**config.mk**
```make
export PLATFORM = sky130hd
export DESIGN_NAME = wash_fault_guard
export DESIGN_NICKNAME = d
export VERILOG_FILES = /design/src/rtl/wg_pkg.sv /design/src/rtl/wg_tick_window.sv /design/src/rtl/wg_trip.sv /design/src/rtl/wash_fault_guard.sv
export SDC_FILE = /design/constraint.sdc
export NUM_CORES = 1
export LEC_CHECK = 0
export ABC_AREA = 1
export CELL_PAD_IN_SITES_DETAIL_PLACEMENT = 1
export CELL_PAD_IN_SITES_GLOBAL_PLACEMENT = 2
export CORE_MARGIN = 2
export CORE_UTILIZATION = 39
export DETAILED_ROUTE_END_ITERATION = 10
export DONT_BUFFER_PORTS = 1
export PLACE_DENSITY = 0.91
export SYNTH_ARGS = -nofsm -noshare
export SYNTH_HDL_FRONTEND = slang
export SYNTH_SLANG_ARGS = --single-unit
export TNS_END_PERCENT = 20
```
**constraint.sdc**
```tcl
create_clock -name clk -period 1.65 [get_ports clk]
set_clock_uncertainty 0.05 [all_clocks]
set_input_delay 0.0825 -clock clk [delete_from_list [all_inputs] [get_ports clk]]
set_output_delay 0.0825 -clock clk [all_outputs]
set_load 0.03 [all_outputs]
```
**src/rtl/wg_pkg.sv**
```systemverilog
package wg_pkg;
  typedef enum logic [2:0] {
    PH_IDLE  = 3'd0,
    PH_FILL  = 3'd1,
    PH_SOAK  = 3'd2,
    PH_WASH  = 3'd3,
    PH_DRAIN = 3'd4,
    PH_SPIN  = 3'd5,
    PH_DONE  = 3'd6,
    PH_SPARE = 3'd7
  } phase_e;

  typedef enum logic [2:0] {
    FC_NONE     = 3'd0,
    FC_ALARM    = 3'd1,
    FC_DRY      = 3'd2,
    FC_FILL_TO  = 3'd3,
    FC_DRAIN_TO = 3'd4,
    FC_BUMP     = 3'd5
  } fault_e;
endpackage

```
**src/rtl/wg_tick_window.sv**
```systemverilog
module wg_tick_window #(
  parameter int LIMIT = 12
) (
  input  logic clk,
  input  logic rst_n,
  input  logic active_i,
  input  logic tick_i,
  output logic expire_o
);
  localparam int CW = $clog2(LIMIT + 1);
  localparam logic [CW-1:0] LAST = CW'(LIMIT - 1);

  logic [CW-1:0] cnt_q, cnt_d;
  logic          at_last, cnt_en;

  always_comb begin
    at_last  = (cnt_q == LAST);
    expire_o = active_i && tick_i && at_last;
    cnt_en   = !active_i || (tick_i && !at_last);
    cnt_d    = active_i ? cnt_q + 1'b1 : '0;
  end

  always_ff @(posedge clk or negedge rst_n) begin
    if (!rst_n)      cnt_q <= '0;
    else if (cnt_en) cnt_q <= cnt_d;
  end

  // count saturates at the limit and restarts when the phase is left
  p_count_bound_r3: assert property (@(posedge clk) disable iff (!rst_n)
    cnt_q <= LAST);
  p_clear_on_exit_r4: assert property (@(posedge clk) disable iff (!rst_n)
    !active_i |=> cnt_q == '0);
endmodule

```
**src/rtl/wg_trip.sv**
```systemverilog
module wg_trip
  import wg_pkg::*;
(
  input  logic       clk,
  input  logic       rst_n,
  input  logic       alarm_i,
  input  logic       dry_i,
  input  logic       fill_to_i,
  input  logic       drain_to_i,
  input  logic       bump_i,
  input  logic       finish_i,
  output logic       off_o,
  output logic [2:0] code_o
);
  logic   off_q, off_d, hit, trip_en;
  fault_e code_q, code_d, pick;

  always_comb begin
    hit  = 1'b1;
    pick = FC_NONE;
    if (alarm_i)         pick = FC_ALARM;
    else if (dry_i)      pick = FC_DRY;
    else if (fill_to_i)  pick = FC_FILL_TO;
    else if (drain_to_i) pick = FC_DRAIN_TO;
    else if (bump_i)     pick = FC_BUMP;
    else if (finish_i)   pick = FC_NONE;
    else                 hit  = 1'b0;
    trip_en = hit && !off_q;
    off_d   = 1'b1;
    code_d  = pick;
  end

  always_ff @(posedge clk or negedge rst_n) begin
    if (!rst_n) begin
      off_q  <= 1'b0;
      code_q <= FC_NONE;
    end else if (trip_en) begin
      off_q  <= off_d;
      code_q <= code_d;
    end
  end

  assign off_o  = off_q;
  assign code_o = code_q;

  // trip is sticky and the code frozen
  p_latch_hold_r9: assert property (@(posedge clk) disable iff (!rst_n)
    off_o |=> off_o && $stable(code_o));
  // alarm wins any same-cycle contest
  p_alarm_first_r8: assert property (@(posedge clk) disable iff (!rst_n)
    !off_o && alarm_i |=> code_o == FC_ALARM);
  // no water beats a coincident fill timeout
  p_dry_over_fill_r8: assert property (@(posedge clk) disable iff (!rst_n)
    !off_o && !alarm_i && dry_i && fill_to_i |=> code_o == FC_DRY);
  // no code is held without a trip
  p_code_idle_r10: assert property (@(posedge clk) disable iff (!rst_n)
    !off_o |-> code_o == FC_NONE);
endmodule

```
**src/rtl/wash_fault_guard.sv**
```systemverilog
module wash_fault_guard
  import wg_pkg::*;
#(
  parameter int FILL_TICKS  = 300,
  parameter int DRAIN_TICKS = 200,
  parameter int CHIME_TICKS = 20
) (
  input  logic       clk,
  input  logic       rst_n,
  input  logic [2:0] phase_i,
  input  logic       tick_i,
  input  logic       level_hi_i,
  input  logic       supply_ok_i,
  input  logic       bump_i,
  input  logic       alarm_i,
  output logic       power_off_o,
  output logic [2:0] fault_o,
  output logic       chime_o
);
  logic rst_meta_n, rst_sync_n;
  logic in_fill, in_drain, in_spin, in_done;
  logic fill_exp, drain_exp, chime_exp;
  logic dry, fill_to, drain_to, bump_hit;

  always_ff @(posedge clk or negedge rst_n) begin
    if (!rst_n) begin
      rst_meta_n <= 1'b0;
      rst_sync_n <= 1'b0;
    end else begin
      rst_meta_n <= 1'b1;
      rst_sync_n <= rst_meta_n;
    end
  end

  always_comb begin
    in_fill  = (phase_i == PH_FILL);
    in_drain = (phase_i == PH_DRAIN);
    in_spin  = (phase_i == PH_SPIN);
    in_done  = (phase_i == PH_DONE);
    dry      = in_fill && !supply_ok_i;
    fill_to  = fill_exp && !level_hi_i;
    drain_to = drain_exp && level_hi_i;
    bump_hit = in_spin && bump_i;
  end

  wg_tick_window #(.LIMIT(FILL_TICKS)) u_fill_win (
    .clk(clk), .rst_n(rst_sync_n), .active_i(in_fill), .tick_i(tick_i), .expire_o(fill_exp));

  wg_tick_window #(.LIMIT(DRAIN_TICKS)) u_drain_win (
    .clk(clk), .rst_n(rst_sync_n), .active_i(in_drain), .tick_i(tick_i), .expire_o(drain_exp));

  wg_tick_window #(.LIMIT(CHIME_TICKS)) u_chime_win (
    .clk(clk), .rst_n(rst_sync_n), .active_i(in_done), .tick_i(tick_i), .expire_o(chime_exp));

  wg_trip u_trip (
    .clk(clk), .rst_n(rst_sync_n),
    .alarm_i(alarm_i), .dry_i(dry), .fill_to_i(fill_to), .drain_to_i(drain_to),
    .bump_i(bump_hit), .finish_i(chime_exp),
    .off_o(power_off_o), .code_o(fault_o));

  assign chime_o = in_done && !power_off_o;

  // alarm trips from any phase
  p_alarm_trip_r1: assert property (@(posedge clk) disable iff (!rst_sync_n)
    !power_off_o && alarm_i |=> power_off_o && fault_o == 3'd1);
  // dry inlet during fill
  p_dry_trip_r2: assert property (@(posedge clk) disable iff (!rst_sync_n)
    !power_off_o && !alarm_i && phase_i == 3'd1 && !supply_ok_i |=> fault_o == 3'd2);
  // drum contact during spin
  p_bump_trip_r5: assert property (@(posedge clk) disable iff (!rst_sync_n)
    !power_off_o && !alarm_i && phase_i == 3'd5 && bump_i |=> power_off_o && fault_o == 3'd5);
  // chime never overlaps the cutoff
  p_chime_quiet_r7: assert property (@(posedge clk) disable iff (!rst_sync_n)
    chime_o |-> !power_off_o);
  // outputs quiet while reset is held
  p_reset_quiet_r10: assert property (@(posedge clk)
    !rst_sync_n |-> !power_off_o && fault_o == 3'd0);
endmodule

```
# Yosys cells after proc, flatten, opt, wreduce, memory -nomap -nowiden
# Cells that the tools add are included.
dict set report totals {
  mem_bits_rw 0
  regBits 28
  out_inout_bits 5
  inputBits 10
  rom_bits 0
  memories 0
  latchBits 0
}
dict set report classes {
  eq_ne 7
  bitwise_logic 0
  n_reduce_logical 27
  n_div 0
  magnitude_cmp 0
  add_sub_neg 3
  mul 0
  n_mux 14
  shifts 0
}
# op n
set ops {}
lappend ops {{$logic_and A1 B1 Y1} 15}
lappend ops {{$mux W3} 5}
lappend ops {{$add A9 B1 Y9 const B} 1}
lappend ops {{$eq A3 B3 Y1 const B} 3}
lappend ops {{$eq A9 B9 Y1 const B} 1}
lappend ops {{$logic_not A1 Y1} 9}
lappend ops {{$mux W9} 1}
lappend ops {{$add A8 B1 Y8 const B} 1}
lappend ops {{$eq A8 B8 Y1 const B} 1}
lappend ops {{$mux W8} 1}
lappend ops {{$mux W1} 6}
lappend ops {{$add A5 B1 Y5 const B} 1}
lappend ops {{$eq A5 B5 Y1 const B} 1}
lappend ops {{$mux W5} 1}
lappend ops {{$eq A3 B1 Y1 const B} 1}
lappend ops {{$logic_or A1 B1 Y1} 3}

# Longest topological paths before layout
# Gate-level depths: netlist of the first run.
dict set report depth {
  word_depth 10
  depth_mapped 11
  mapped_depth_nobuf 11
}

# By module
# Synthesis of the first run repeated with hierarchy kept, for this count alone.
dict set report hier_totals {
  hier_cells 257
  hier_area_um2 1823.0
}
# module area_each_um2 cells_each seq_area_each_um2 n_inst
set by_module_without_submodules {}
lappend by_module_without_submodules {{wg_tick_window at u_drain_win} 581.8 76 200.2 1}
lappend by_module_without_submodules {{wg_tick_window at u_fill_win} 570.5 83 225.2 1}
lappend by_module_without_submodules {{wg_tick_window at u_chime_win} 321.6 48 125.1 1}
lappend by_module_without_submodules {wg_trip 220.2 30 100.1 1}
lappend by_module_without_submodules {wash_fault_guard 128.9 20 50.0 1}

# Worst setup path before layout of the first run
# Ideal clock, no wire load.
dict set report synth_timing {
  path_kind {reg2reg}
  startpoint {register u_fill_win.cnt_q[0]}
  endpoint {register u_fill_win.cnt_q[5]}
  t_required_ns 1.479
  arrival_ns 1.239
  path_slack_ns 0.241
  stages_incl_launch_ff 10
  path_cell_list {dfrtp_1 -> ha_1 -> nand2_1 -> inv_1 -> nand2_2 -> nor2_4 -> o21ai_2 -> inv_2 -> nor2_1 -> a21oi_1}
}
dict set report synth_via {
  elab_chain_cells 4
}
# element line
set synth_rtl {}
lappend synth_rtl {{start: declaration} wg_tick_window.sv:13} ;# logic [CW-1:0] cnt_q, cnt_d;
lappend synth_rtl {{start signal: assignment} wg_tick_window.sv:25} ;# else if (cnt_en) cnt_q <= cnt_d;
lappend synth_rtl {{branches (longest 4 deep; another with $add A9 B1 Y9)} n/a}
# Several ways; the timed one is not identified.
# A chain may end at the register's enable or synchronous reset.

# Worst setup path after layout of the first run
dict set report layout_timing {
  startpoint {register u_drain_win.cnt_q[0]}
  endpoint {register u_drain_win.cnt_q[3]}
}
dict set report layout_via {
  elab_chain_cells 4
}
# element line
set layout_rtl {}
lappend layout_rtl {{start: declaration} wg_tick_window.sv:13}
lappend layout_rtl {{start signal: assignment} wg_tick_window.sv:25}
lappend layout_rtl {{branches (longest 4 deep; another with $add A8 B1 Y8)} n/a}
# Several ways; the timed one is not identified.

==> flow_summary.json, run 1 <==
{
  "hold_viol": 0,
  "hold_path_class": "in -> reg",
  "h-tree-depth": 1,
  "nFillCells": 515,
  "antenna_found_initial": 0,
  "cap_violations": 0,
  "route.top_layer_used": "met4",
  "worstSetupEndpointType": "register",
  "cts_buffers": 3,
  "antenna_left": 0,
  "final_cell_mix": "52 x nand2_1, 28 x inv_1, 28 x dfrtp_1",
  "regArea_um2": 701,
  "die_width_um": 68.6,
  "synth_area_per_cell_um2": 7.67,
  "rows": 23,
  "pre_cts_slack_ns": 0.0371,
  "crit_fanout": 5,
  "fin_ws_ns": 0.0654,
  "start_kind": "register",
  "instances_no_fill": 281,
  "synth_fp_nets": 225,
  "area_growth_syn_to_layout_pct": 19.0,
  "cts_tree": "yes",
  "routed_wl_um": 3980,
  "worstHoldStart": "phase_i[0]",
  "ys.warnings.count": 0,
  "slew_headroom_pct": 62.8,
  "fp.dieArea_um2": 4700,
  "clk_latency_ns": 0.27,
  "ff2ff_path_depth": 9,
  "grt_pass1_wl_um": 6560,
  "r2r-end": "u_drain_win.cnt_q[3]",
  "via_per_inst": 5.08,
  "min_to": "u_chime_win.cnt_q[4]",
  "worstPathRequired_ns": 1.77,
  "first_pass_iters": 4,
  "p_leak_nw": 0.945,
  "clkTransAtPathRegs_ns": 0.10,
  "fmax_mhz": 631,
  "r2r_slack_ns": 0.07,
  "min_period_over_period_pct": 96.0,
  "synth.distinct_cells": 26,
  "clock_path_buffers": 2,
  "io_buffers": 0,
  "start_util_pct": 40.7,
  "vias": 1428,
  "grt_pass1_vias": 1507,
  "status": "completed",
  "multiInputGateArea_um2": 871,
  "drt_iter0_drc": 61,
  "wl_met3_um": 74,
  "wl_met1_um": 1770,
  "wl_met2_um": 2110,
  "overflow": 0,
  "rr_startpoint": "u_drain_win.cnt_q[0]",
  "layout_commonest_cell": "nand2_1",
  "place.gp.congestion": 0.798,
  "io_pins": 15,
  "drc": 0,
  "fin_crit_ns": 1.58,
  "hpwl_um": 3060,
  "nets": 245,
  "wl_per_cell_um": 14.2,
  "coreArea_um2": 4000,
  "tightestPinTransition_ns": 0.556,
  "slew_viol_final": 0,
  "yosysSeqAreaShare_pct": 43.1,
  "p_per_area_nw_per_um2": 634,
  "ys_ff_latch": 28,
  "num_antenna_cells": 0,
  "grt_max_degree": 27,
  "finalSetupViolCount": 0,
  "grt_use_total_pct": 18.3,
  "criticalPathCategory": "reg -> reg",
  "worstPathArrival_ns": 1.70,
  "dp_cells": 265,
  "synth_area_um2": 1630,
  "fp.dieH_um": 68.6,
  "rsz0062_at_grt": "true",
  "clockRootBuffer": "clkbuf_8",
  "postSynthCellCount": 212,
  "cts_sinks": 28,
  "irDropWorstVdd_mv": 0.251,
  "drive_above_1_share_pct": 18.6,
  "worstHoldPathCells": 3
}
-- Yosys cell counts --
library cell   n  area, um2
nor2_8         1       20.0
nand3_4        1       17.5
o21ai_0        9       45.0
xnor2_1        1       8.76
dfrtp_1       28        701
conb_1         1       3.75
nand3_1       13       65.1
xor2_1         4       35.0
nand3_2        2       20.0
nor2_1        22       82.6
nor3_1         6       30.0
nor2_2         3       18.8
nand2_1       54        203
inv_1         28        105
o21ai_1        2       10.0
nand2_4        2       22.5
o21ai_2        2       17.5
inv_2          4       15.0
a21oi_1       12       60.1
o21a_1         1       7.51
inv_4          1       6.26
ha_1           3       37.5
nand2_2        3       18.8
nor2_4         4       45.0
nand4_1        4       25.0
a31oi_1        1       6.26
-- layout make-up --
cell class	instances	area share, %
Timing Repair Buffer	14	6.21
Multi-Input combinational cell	152	45.0
Tap cell	50	3.23
Inverter	33	6.53
Clock buffer	4	2.84
Sequential cell	28	36.2
-- registers in the layout, summed over array words and instances (netlist names) --
name,cells
rst_sync_n,1
u_trip.off_o,1
u_drain_win.cnt_q,8
u_fill_win.cnt_q,9
u_trip.code_o,3
rst_meta_n,1
u_chime_win.cnt_q,5
-- repair_timing --
action | CTS | global route
hold buffers | 6 | 0
endpoints found under the setup margin | 0 | 12
gates resized for setup | 0 | 12
buffers inserted | 0 | 5
hold endpoints to repair | 7 | 0
-- worst max path at each step --
stage / startpoint / cells past startpoint / endpoint / slack [ns]
detailed placement: u_drain_win.cnt_q[0] / 9 / u_drain_win.cnt_q[4] / 0.04
global route: u_drain_win.cnt_q[0] / 9 / u_drain_win.cnt_q[3] / -0.04
floorplan: u_fill_win.cnt_q[0] / 9 / u_fill_win.cnt_q[5] / 0.24
finish: u_drain_win.cnt_q[0] / 9 / u_drain_win.cnt_q[3] / 0.07
global placement: u_drain_win.cnt_q[0] / 10 / u_trip.code_o[0] / 0.11
CTS: u_fill_win.cnt_q[0] / 9 / u_fill_win.cnt_q[0] / 0.02
-- routing by layer --
layer,global-route usage [%],up-vias
met4,4.75,0
met1,22.3,702
met3,2.92,2
li1,-,710
met5,0,-
met2,33.1,14
-- cell families after synthesis --
logic type	count (synthesis)	share of synthesized area (%)
adder cells (fa/ha/maj)	3	2.31
buffers and inverters	33	7.77
flip-flops	28	43.1
AND/OR/NAND/NOR	115	34.9
XOR/XNOR	5	2.69
AO/OA/AOI/OAI	27	9.00
other	1	0.231
-- critical path, cell delays in order, from the launching register on --
cell and delay, ns:
dfrtp_1 0.40, ha_2 0.20, nand2_2 0.06, inv_2 0.07
nand2_2 0.06, nor2_4 0.17, nor2_4 0.09, nor2_8 0.17
nor2_2 0.04, o21a_1 0.16
-- through the flow --
step	util (%)	TNS [ns]	total power, mW	hold WS (ns)	cell area, um2
after floorplan	-	0	0.768	-0.263	1630
after global placement	42.8	0	0.786	-0.263	1710
after detailed placement	42.8	0	0.791	-0.263	1710
after CTS	45.7	0	1.24	0.0131	1830
after global routing	48.4	-0.110	1.29	0.0250	1940
final	48.4	0	1.23	0.0223	1940
-- where the power goes --
part / switching (mW) / internal [mW]
logic: 0.0701 / 0.0374
registers: 0.00258 / 0.690
clock network: 0.212 / 0.213
Note: power is estimated with default switching activity, not from simulation.
==> run 2, diff against run 1 <==
--- a/config.mk
+++ b/config.mk
@@ -5,11 +5,10 @@
 export SDC_FILE = /design/constraint.sdc
 export NUM_CORES = 1
 export LEC_CHECK = 0
-export ABC_AREA = 1
 export CELL_PAD_IN_SITES_DETAIL_PLACEMENT = 1
 export CELL_PAD_IN_SITES_GLOBAL_PLACEMENT = 2
 export CORE_MARGIN = 2
-export CORE_UTILIZATION = 39
+export CORE_UTILIZATION = 43
 export DETAILED_ROUTE_END_ITERATION = 10
 export DONT_BUFFER_PORTS = 1
 export PLACE_DENSITY = 0.91
==> flow_summary.json, run 2 <==
{
  "status": "finished with violations",
  "violations": "negative setup slack",
  "rr_startpoint": "u_chime_win.cnt_q[0]",
  "clkTransAtPathRegs_ns": 0.14,
  "synth_top_area_share_pct": 49.7,
  "antenna_left": 0,
  "yosysSeqAreaShare_pct": 49.7,
  "worstPathRequired_ns": 1.82,
  "top_regs": "u_fill_win.cnt_q (9), u_drain_win.cnt_q (8), u_chime_win.cnt_q (5)",
  "synth_compound_area_share_pct": 5.42,
  "synth_area_per_cell_um2": 10.3,
  "drive_above_1_share_pct": 27.3,
  "grt_max_degree": 21,
  "postSynthCellCount": 137,
  "ff2ff_path_depth": 5,
  "worstSetupEndpointType": "register",
  "clockRootBuffer": "clkbuf_4",
  "slew_viol_final": 0,
  "ys.warnings.count": 0,
  "cts_tree": "yes",
  "die_width_um": 61.2,
  "grt_use_total_pct": 21.5,
  "nets": 190,
  "io_buffers": 0,
  "synth.area.top_cells": "dfrtp_1 50%, xor2_1 7.5%, nor2_1 6.9%",
  "cts_buffers": 3,
  "antenna_found_initial": 0,
  "vias": 1181,
  "num_antenna_cells": 0,
  "synth-adder-area-share_pct": 2.66,
  "hold_viol": 0,
  "yosysTopAreaCell": "dfrtp_1",
  "path_cells": "ha_2, and4bb_2, or3b_4, nand3_4, or4_4",
  "fp.dieArea_um2": 3750,
  "nFillCells": 345,
  "ys_ff_latch": 28,
  "cts_sinks": 28,
  "yosys-top-cells-count": "28 x dfrtp_1, 26 x nor2_1, 12 x xor2_1",
  "crit_fanout": 4,
  "crit_family": "simple AND/OR/NAND/NOR gates",
  "fin_ws_ns": -0.201,
  "worst-path-buf-inv": 0,
  "utilization_pct": 59.8,
  "finalPower_mw": 1.14,
  "worstPathArrival_ns": 2.02,
  "cap_violations": 0,
  "synth_fp_nets": 150,
  "overflow": 0,
  "r2r-end": "u_trip.off_o",
  "r2r_slack_ns": -0.20,
  "synthArstFlopShare_pct": 100,
  "synth_simple_gate_area_share_pct": 26.1,
  "clock_path_buffers": 2,
  "rows": 20,
  "area_growth_syn_to_layout_pct": 30.6,
  "synth_xor_area_share_pct": 11.2,
  "endpoint": "u_trip.off_o",
  "h-tree-depth": 1,
  "clk_latency_ns": 0.33,
  "largest_reg_flops": 9,
  "max_stage_delay_ns": 0.50,
  "criticalPathCategory": "reg -> reg",
  "cp-startpoint": "u_chime_win.cnt_q[0]",
  "yosysMostFrequentCell": "dfrtp_1",
  "synth_edf_count": 0,
  "fmax_mhz": 540,
  "cp.depth": 5,
  "grt_pass1_wl_um": 5820,
  "final_cell_mix": "29 x buf_4, 28 x dfrtp_1, 26 x nor2_1",
  "wl_per_cell_um": 17.9,
  "synth_area_um2": 1410,
  "layout_commonest_cell": "buf_4",
  "min_period_over_period_pct": 112,
  "start_util_pct": 45.8,
  "p_leak_nw": 0.831,
  "synth_top_family_by_area": "simple AND/OR/NAND/NOR gates",
  "first_pass_iters": 2,
  "rsz0062_at_grt": "true",
  "pre_cts_slack_ns": -0.147,
  "fp.dieH_um": 61.2,
  "synth_ff_type": "dfrtp_1",
  "p_per_area_nw_per_um2": 618,
  "slowest_stage": "or4_4",
  "drt_iter0_drc": 20,
  "io_pins": 15,
  "via_per_inst": 5.37,
  "start_kind": "register",
  "coreArea_um2": 3080,
  "top_register": "u_fill_win.cnt_q",
  "synthMuxAreaShare_pct": 2.13,
  "synth.distinct_cells": 35,
  "drc": 0,
  "worstHoldPathCells": 2,
  "fin_crit_ns": 1.85,
  "place.gp.congestion": 0.845,
  "irDropWorstVdd_mv": 0.443,
  "hold_path_class": "in -> reg",
  "routed_wl_um": 3940,
  "finalSetupViolCount": 9,
  "grt_pass1_vias": 1243,
  "hpwl_um": 2620
}
-- run 2: cell count changes after synthesis, moves of 5 or more --
| cell | delta |
|---|---|
| xor2_1 | +8 |
| xnor2_1 | +5 |
| o21ai_0 | -8 |
| nor3_1 | -6 |
| nand2_1 | -47 |
| nand4_1 | +7 |
| a21oi_1 | -8 |
| inv_1 | -24 |
| nand3_1 | -12 |
-- run 2: final cells by class --
| class | instances | area [um2] | area share [%] |
|---|---|---|---|
| Tap cell | 44 | 55.1 | 2.99 |
| Multi-Input combinational cell | 102 | 724 | 39.4 |
| Timing Repair Buffer | 38 | 309 | 16.8 |
| Inverter | 4 | 15.0 | 0.816 |
| Clock buffer | 4 | 36.3 | 1.97 |
| Sequential cell | 28 | 701 | 38.1 |
-- run 2: what timing repair did --
| action | CTS | global route |
|---|---|---|
| gates cloned | 0 | 0 |
| setup buffers | 0 | 5 |
| endpoints found under the setup margin | 8 | 12 |
| hold buffers | 7 | 1 |
| resized for setup | 3 | 7 |
| pin swaps | 0 | 6 |
| endpoints found under the hold margin | 21 | 1 |
-- run 2: cells by family (layout without fill, tap and decap cells) --
| kind of cell | count (synthesis) | count (layout) |
|---|---|---|
| AOI/OAI and AO/OA | 11 | 11 |
| xor gates and xnor gates | 18 | 18 |
| adders and majority gates | 3 | 3 |
| buffers and inverters | 7 | 46 |
| DFF | 28 | 28 |
| muxes | 3 | 3 |
| other | 1 | 1 |
| and+or+nand+nor | 66 | 66 |
-- run 2: layer usage --
layer  GRT usage (%)  part of all wire, %  vias to the layer above
met4            7.14                  1.1                        0
li1                -                    -                      560
met2            40.0                   58                       11
met1            25.2                   39                      604
met3            2.73                  1.8                        6
met5               0                    0                        -
-- run 2: metrics by stage --
stage	hold slack (ns)	cell area [um2]	cells	TNS, ns
floorplan	-0.263	1420	137	-0.0804
global placement	-0.263	1640	203	-0.0894
detailed placement	-0.263	1640	203	-0.491
CTS	0.000209	1770	214	-0.443
global route	-0.00721	1840	220	-1.61
finish	0.0237	1840	220	-0.803
-- run 2: worst reg2reg max path: cells and delay by family (launching register included) --
family,cells,cell delay [ns]
adder cells (fa/ha/maj),1,0.20
AND/OR/NAND/NOR,4,1.06
flip-flops,1,0.43
-- run 2: how the worst min path moves through the flow --
stage / from / end / slack (ns)
2_1_floorplan: rst_n / rst_meta_n / -0.26
3_5_place_dp: rst_n / rst_sync_n / -0.26
3_3_place_gp: rst_n / rst_meta_n / -0.26
4_1_cts: alarm_i / u_trip.code_o[0] / 0.0002
6_report: alarm_i / u_trip.code_o[1] / 0.02
5_1_grt: alarm_i / u_trip.code_o[1] / -0.007
-- run 2: power by group --
part	internal (mW)	total [mW]	switching, mW
Sequential	0.694	0.708	0.0140
Clock	0.135	0.338	0.203
Combinational	0.0433	0.0915	0.0482
==> run 3, diff against run 2 <==
==> constraint.sdc (replaced) <==
create_clock -name clk -period 1.65 [get_ports clk]
set_clock_uncertainty 0.05 [all_clocks]
set_input_delay 0.0825 -clock clk [delete_from_list [all_inputs] [get_ports clk]]
set_output_delay 0.0825 -clock clk [all_outputs]
set_load 0.02 [all_outputs]
==> flow_summary.json, run 3 (synthesis gave the netlist of run 2 again) <==
{
  "status": "finished with violations",
  "violations": "negative setup slack",
  "fp.dieArea_um2": 3750,
  "fin_crit_ns": 1.81,
  "num_antenna_cells": 0,
  "p_sw_mw": 0.267,
  "min_period_over_period_pct": 110,
  "irDropWorstVdd_mv": 0.392,
  "fmax_mhz": 551,
  "fp.dieH_um": 61.2,
  "grt_max_degree": 21,
  "max_stage_delay_ns": 0.48,
  "routed_wl_um": 3820,
  "drive_above_1_share_pct": 23.3,
  "cap_violations": 0,
  "antenna_left": 0,
  "grt_use_total_pct": 21.3,
  "path_cells": "ha_2, and4bb_2, or3b_4, nand3_4, or4_4",
  "start_util_pct": 45.8,
  "hold_viol": 0,
  "criticalPathCategory": "reg -> reg",
  "die_width_um": 61.2,
  "rsz0062_at_grt": "true",
  "cts_buffers": 3,
  "top_regs": "u_fill_win.cnt_q (9), u_drain_win.cnt_q (8), u_chime_win.cnt_q (5)",
  "met2_usage_pct": 37.8,
  "first_pass_iters": 4,
  "h-tree-depth": 1,
  "finalInstanceArea_um2": 1810,
  "dpl_cell_area_um2": 1630,
  "p_per_area_nw_per_um2": 691,
  "rows": 20,
  "finalSetupViolCount": 12,
  "slowest_stage": "or4_4",
  "worstSetupEndpointType": "register",
  "grt_util_met1_pct": 26.2,
  "top_register": "u_fill_win.cnt_q",
  "layout_commonest_cell": "dfrtp_1",
  "hpwl_um": 2440,
  "overflow": 0,
  "instances_no_fill": 216,
  "dp_cells": 201,
  "combPwrFrac_pct": 7.1,
  "final_cell_mix": "28 x dfrtp_1, 26 x nor2_1, 25 x buf_4",
  "worstPathArrival_ns": 1.99,
  "clock_path_buffers": 2,
  "via_per_inst": 5.44,
  "crit_fanout": 4,
  "globalRoute.busiestLayer": "met2",
  "io_pins": 15,
  "coreArea_um2": 3080,
  "grt_pass1_vias": 1271,
  "wl_per_cell_um": 17.7,
  "hold_path_class": "in -> reg",
  "start_kind": "register",
  "largest_reg_flops": 9,
  "use_met3_pct": 4.41,
  "nets": 186,
  "cts_sinks": 28,
  "pwr-share-clk_pct": 36.4,
  "clkTransAtPathRegs_ns": 0.15,
  "clk_latency_ns": 0.33,
  "fin_ws_ns": -0.164,
  "grt_pass1_wl_um": 5890,
  "p_leak_nw": 0.815,
  "vias": 1175,
  "holdWs_ns": 0.0593,
  "place.gp.congestion": 0.841,
  "cts_tree": "yes",
  "switching_share_pct": 21.4,
  "drc": 0,
  "nFillCells": 344,
  "power_frac_seq_pct": 56.5,
  "slew_viol_final": 0,
  "drt_iter0_drc": 27,
  "clockRootBuffer": "clkbuf_4",
  "io_buffers": 0,
  "antenna_found_initial": 0,
  "intPower_mw": 0.982,
  "worstPathRequired_ns": 1.83,
  "area_growth_syn_to_layout_pct": 28.3
}
[run 3: routing by layer]
layer	share of wire (%)	vias to the layer above	routed length [um]
li1	-	550	-
met1	42	594	1590
met2	55	23	2100
met3	2.4	8	92
met4	1.0	0	39
met5	0	-	0
[run 3: worst max-delay path: cells and delay by family, from the launching register on]
family        cells  cell delay [ns]
fa+ha+maj         1             0.20
simple gates      4             1.04
flops             1             0.42
[run 3: what timing repair did]
| item | in CTS | in global routing |
|---|---|---|
| gates resized for setup | 2 | 3 |
| gates cloned | 0 | 0 |
| buffers inserted | 1 | 1 |
| hold buffers | 9 | 0 |
| setup endpoints to repair | 10 | 12 |
| pin swaps | 0 | 3 |
| hold endpoints to repair | 22 | 0 |
[run 3: final timing paths]
kind	depth (start not counted)	endpoint	startpoint	slack (ns)
worst min-delay path	2	u_drain_win.cnt_q[4]	phase_i[2]	0.06
worst max-delay path	5	u_trip.off_o	u_chime_win.cnt_q[1]	-0.16
max in group asynchronous	1	u_drain_win.cnt_q[6]	rst_sync_n	0.90
worst max register to register	5	u_trip.off_o	u_chime_win.cnt_q[1]	-0.16
worst min register to register	0	u_trip.code_o[2]	rst_sync_n	0.08
min in group asynchronous	0	u_trip.code_o[2]	rst_sync_n	0.08
[run 3: power by group through the flow]
| stage | combinational, mW | clock (mW) | sequential (mW) |
|---|---|---|---|
| floorplan | 0.0369 | 0 | 0.725 |
| global placement | 0.0606 | 0 | 0.719 |
| detailed placement | 0.0639 | 0 | 0.719 |
| CTS | 0.0871 | 0.469 | 0.706 |
| global route | 0.0974 | 0.492 | 0.708 |
| finish | 0.0887 | 0.455 | 0.706 |
[run 3: metrics by stage]
| step | setup TNS (ns) | power [mW] | setup slack, ns | util (%) |
|---|---|---|---|---|
| after floorplan | -0.0803 | 0.762 | -0.0417 | - |
| after global placement | -0.103 | 0.779 | -0.0389 | 52.8 |
| after detailed placement | -0.436 | 0.783 | -0.137 | 52.8 |
| after CTS | -0.562 | 1.26 | -0.137 | 58.0 |
| after global routing | -2.07 | 1.30 | -0.216 | 58.7 |
| final | -0.802 | 1.25 | -0.164 | 58.7 |
[run 3: layout make-up]
cell class	instances	area [um2]	area share (%)
clock inverter	1	30.0	1.66
inverter	4	15.0	0.830
timing repair buffer	34	278	15.4
clock buffer	3	22.5	1.25
sequential	28	701	38.8
tap	44	55.1	3.04
multi-input combinational	102	707	39.1
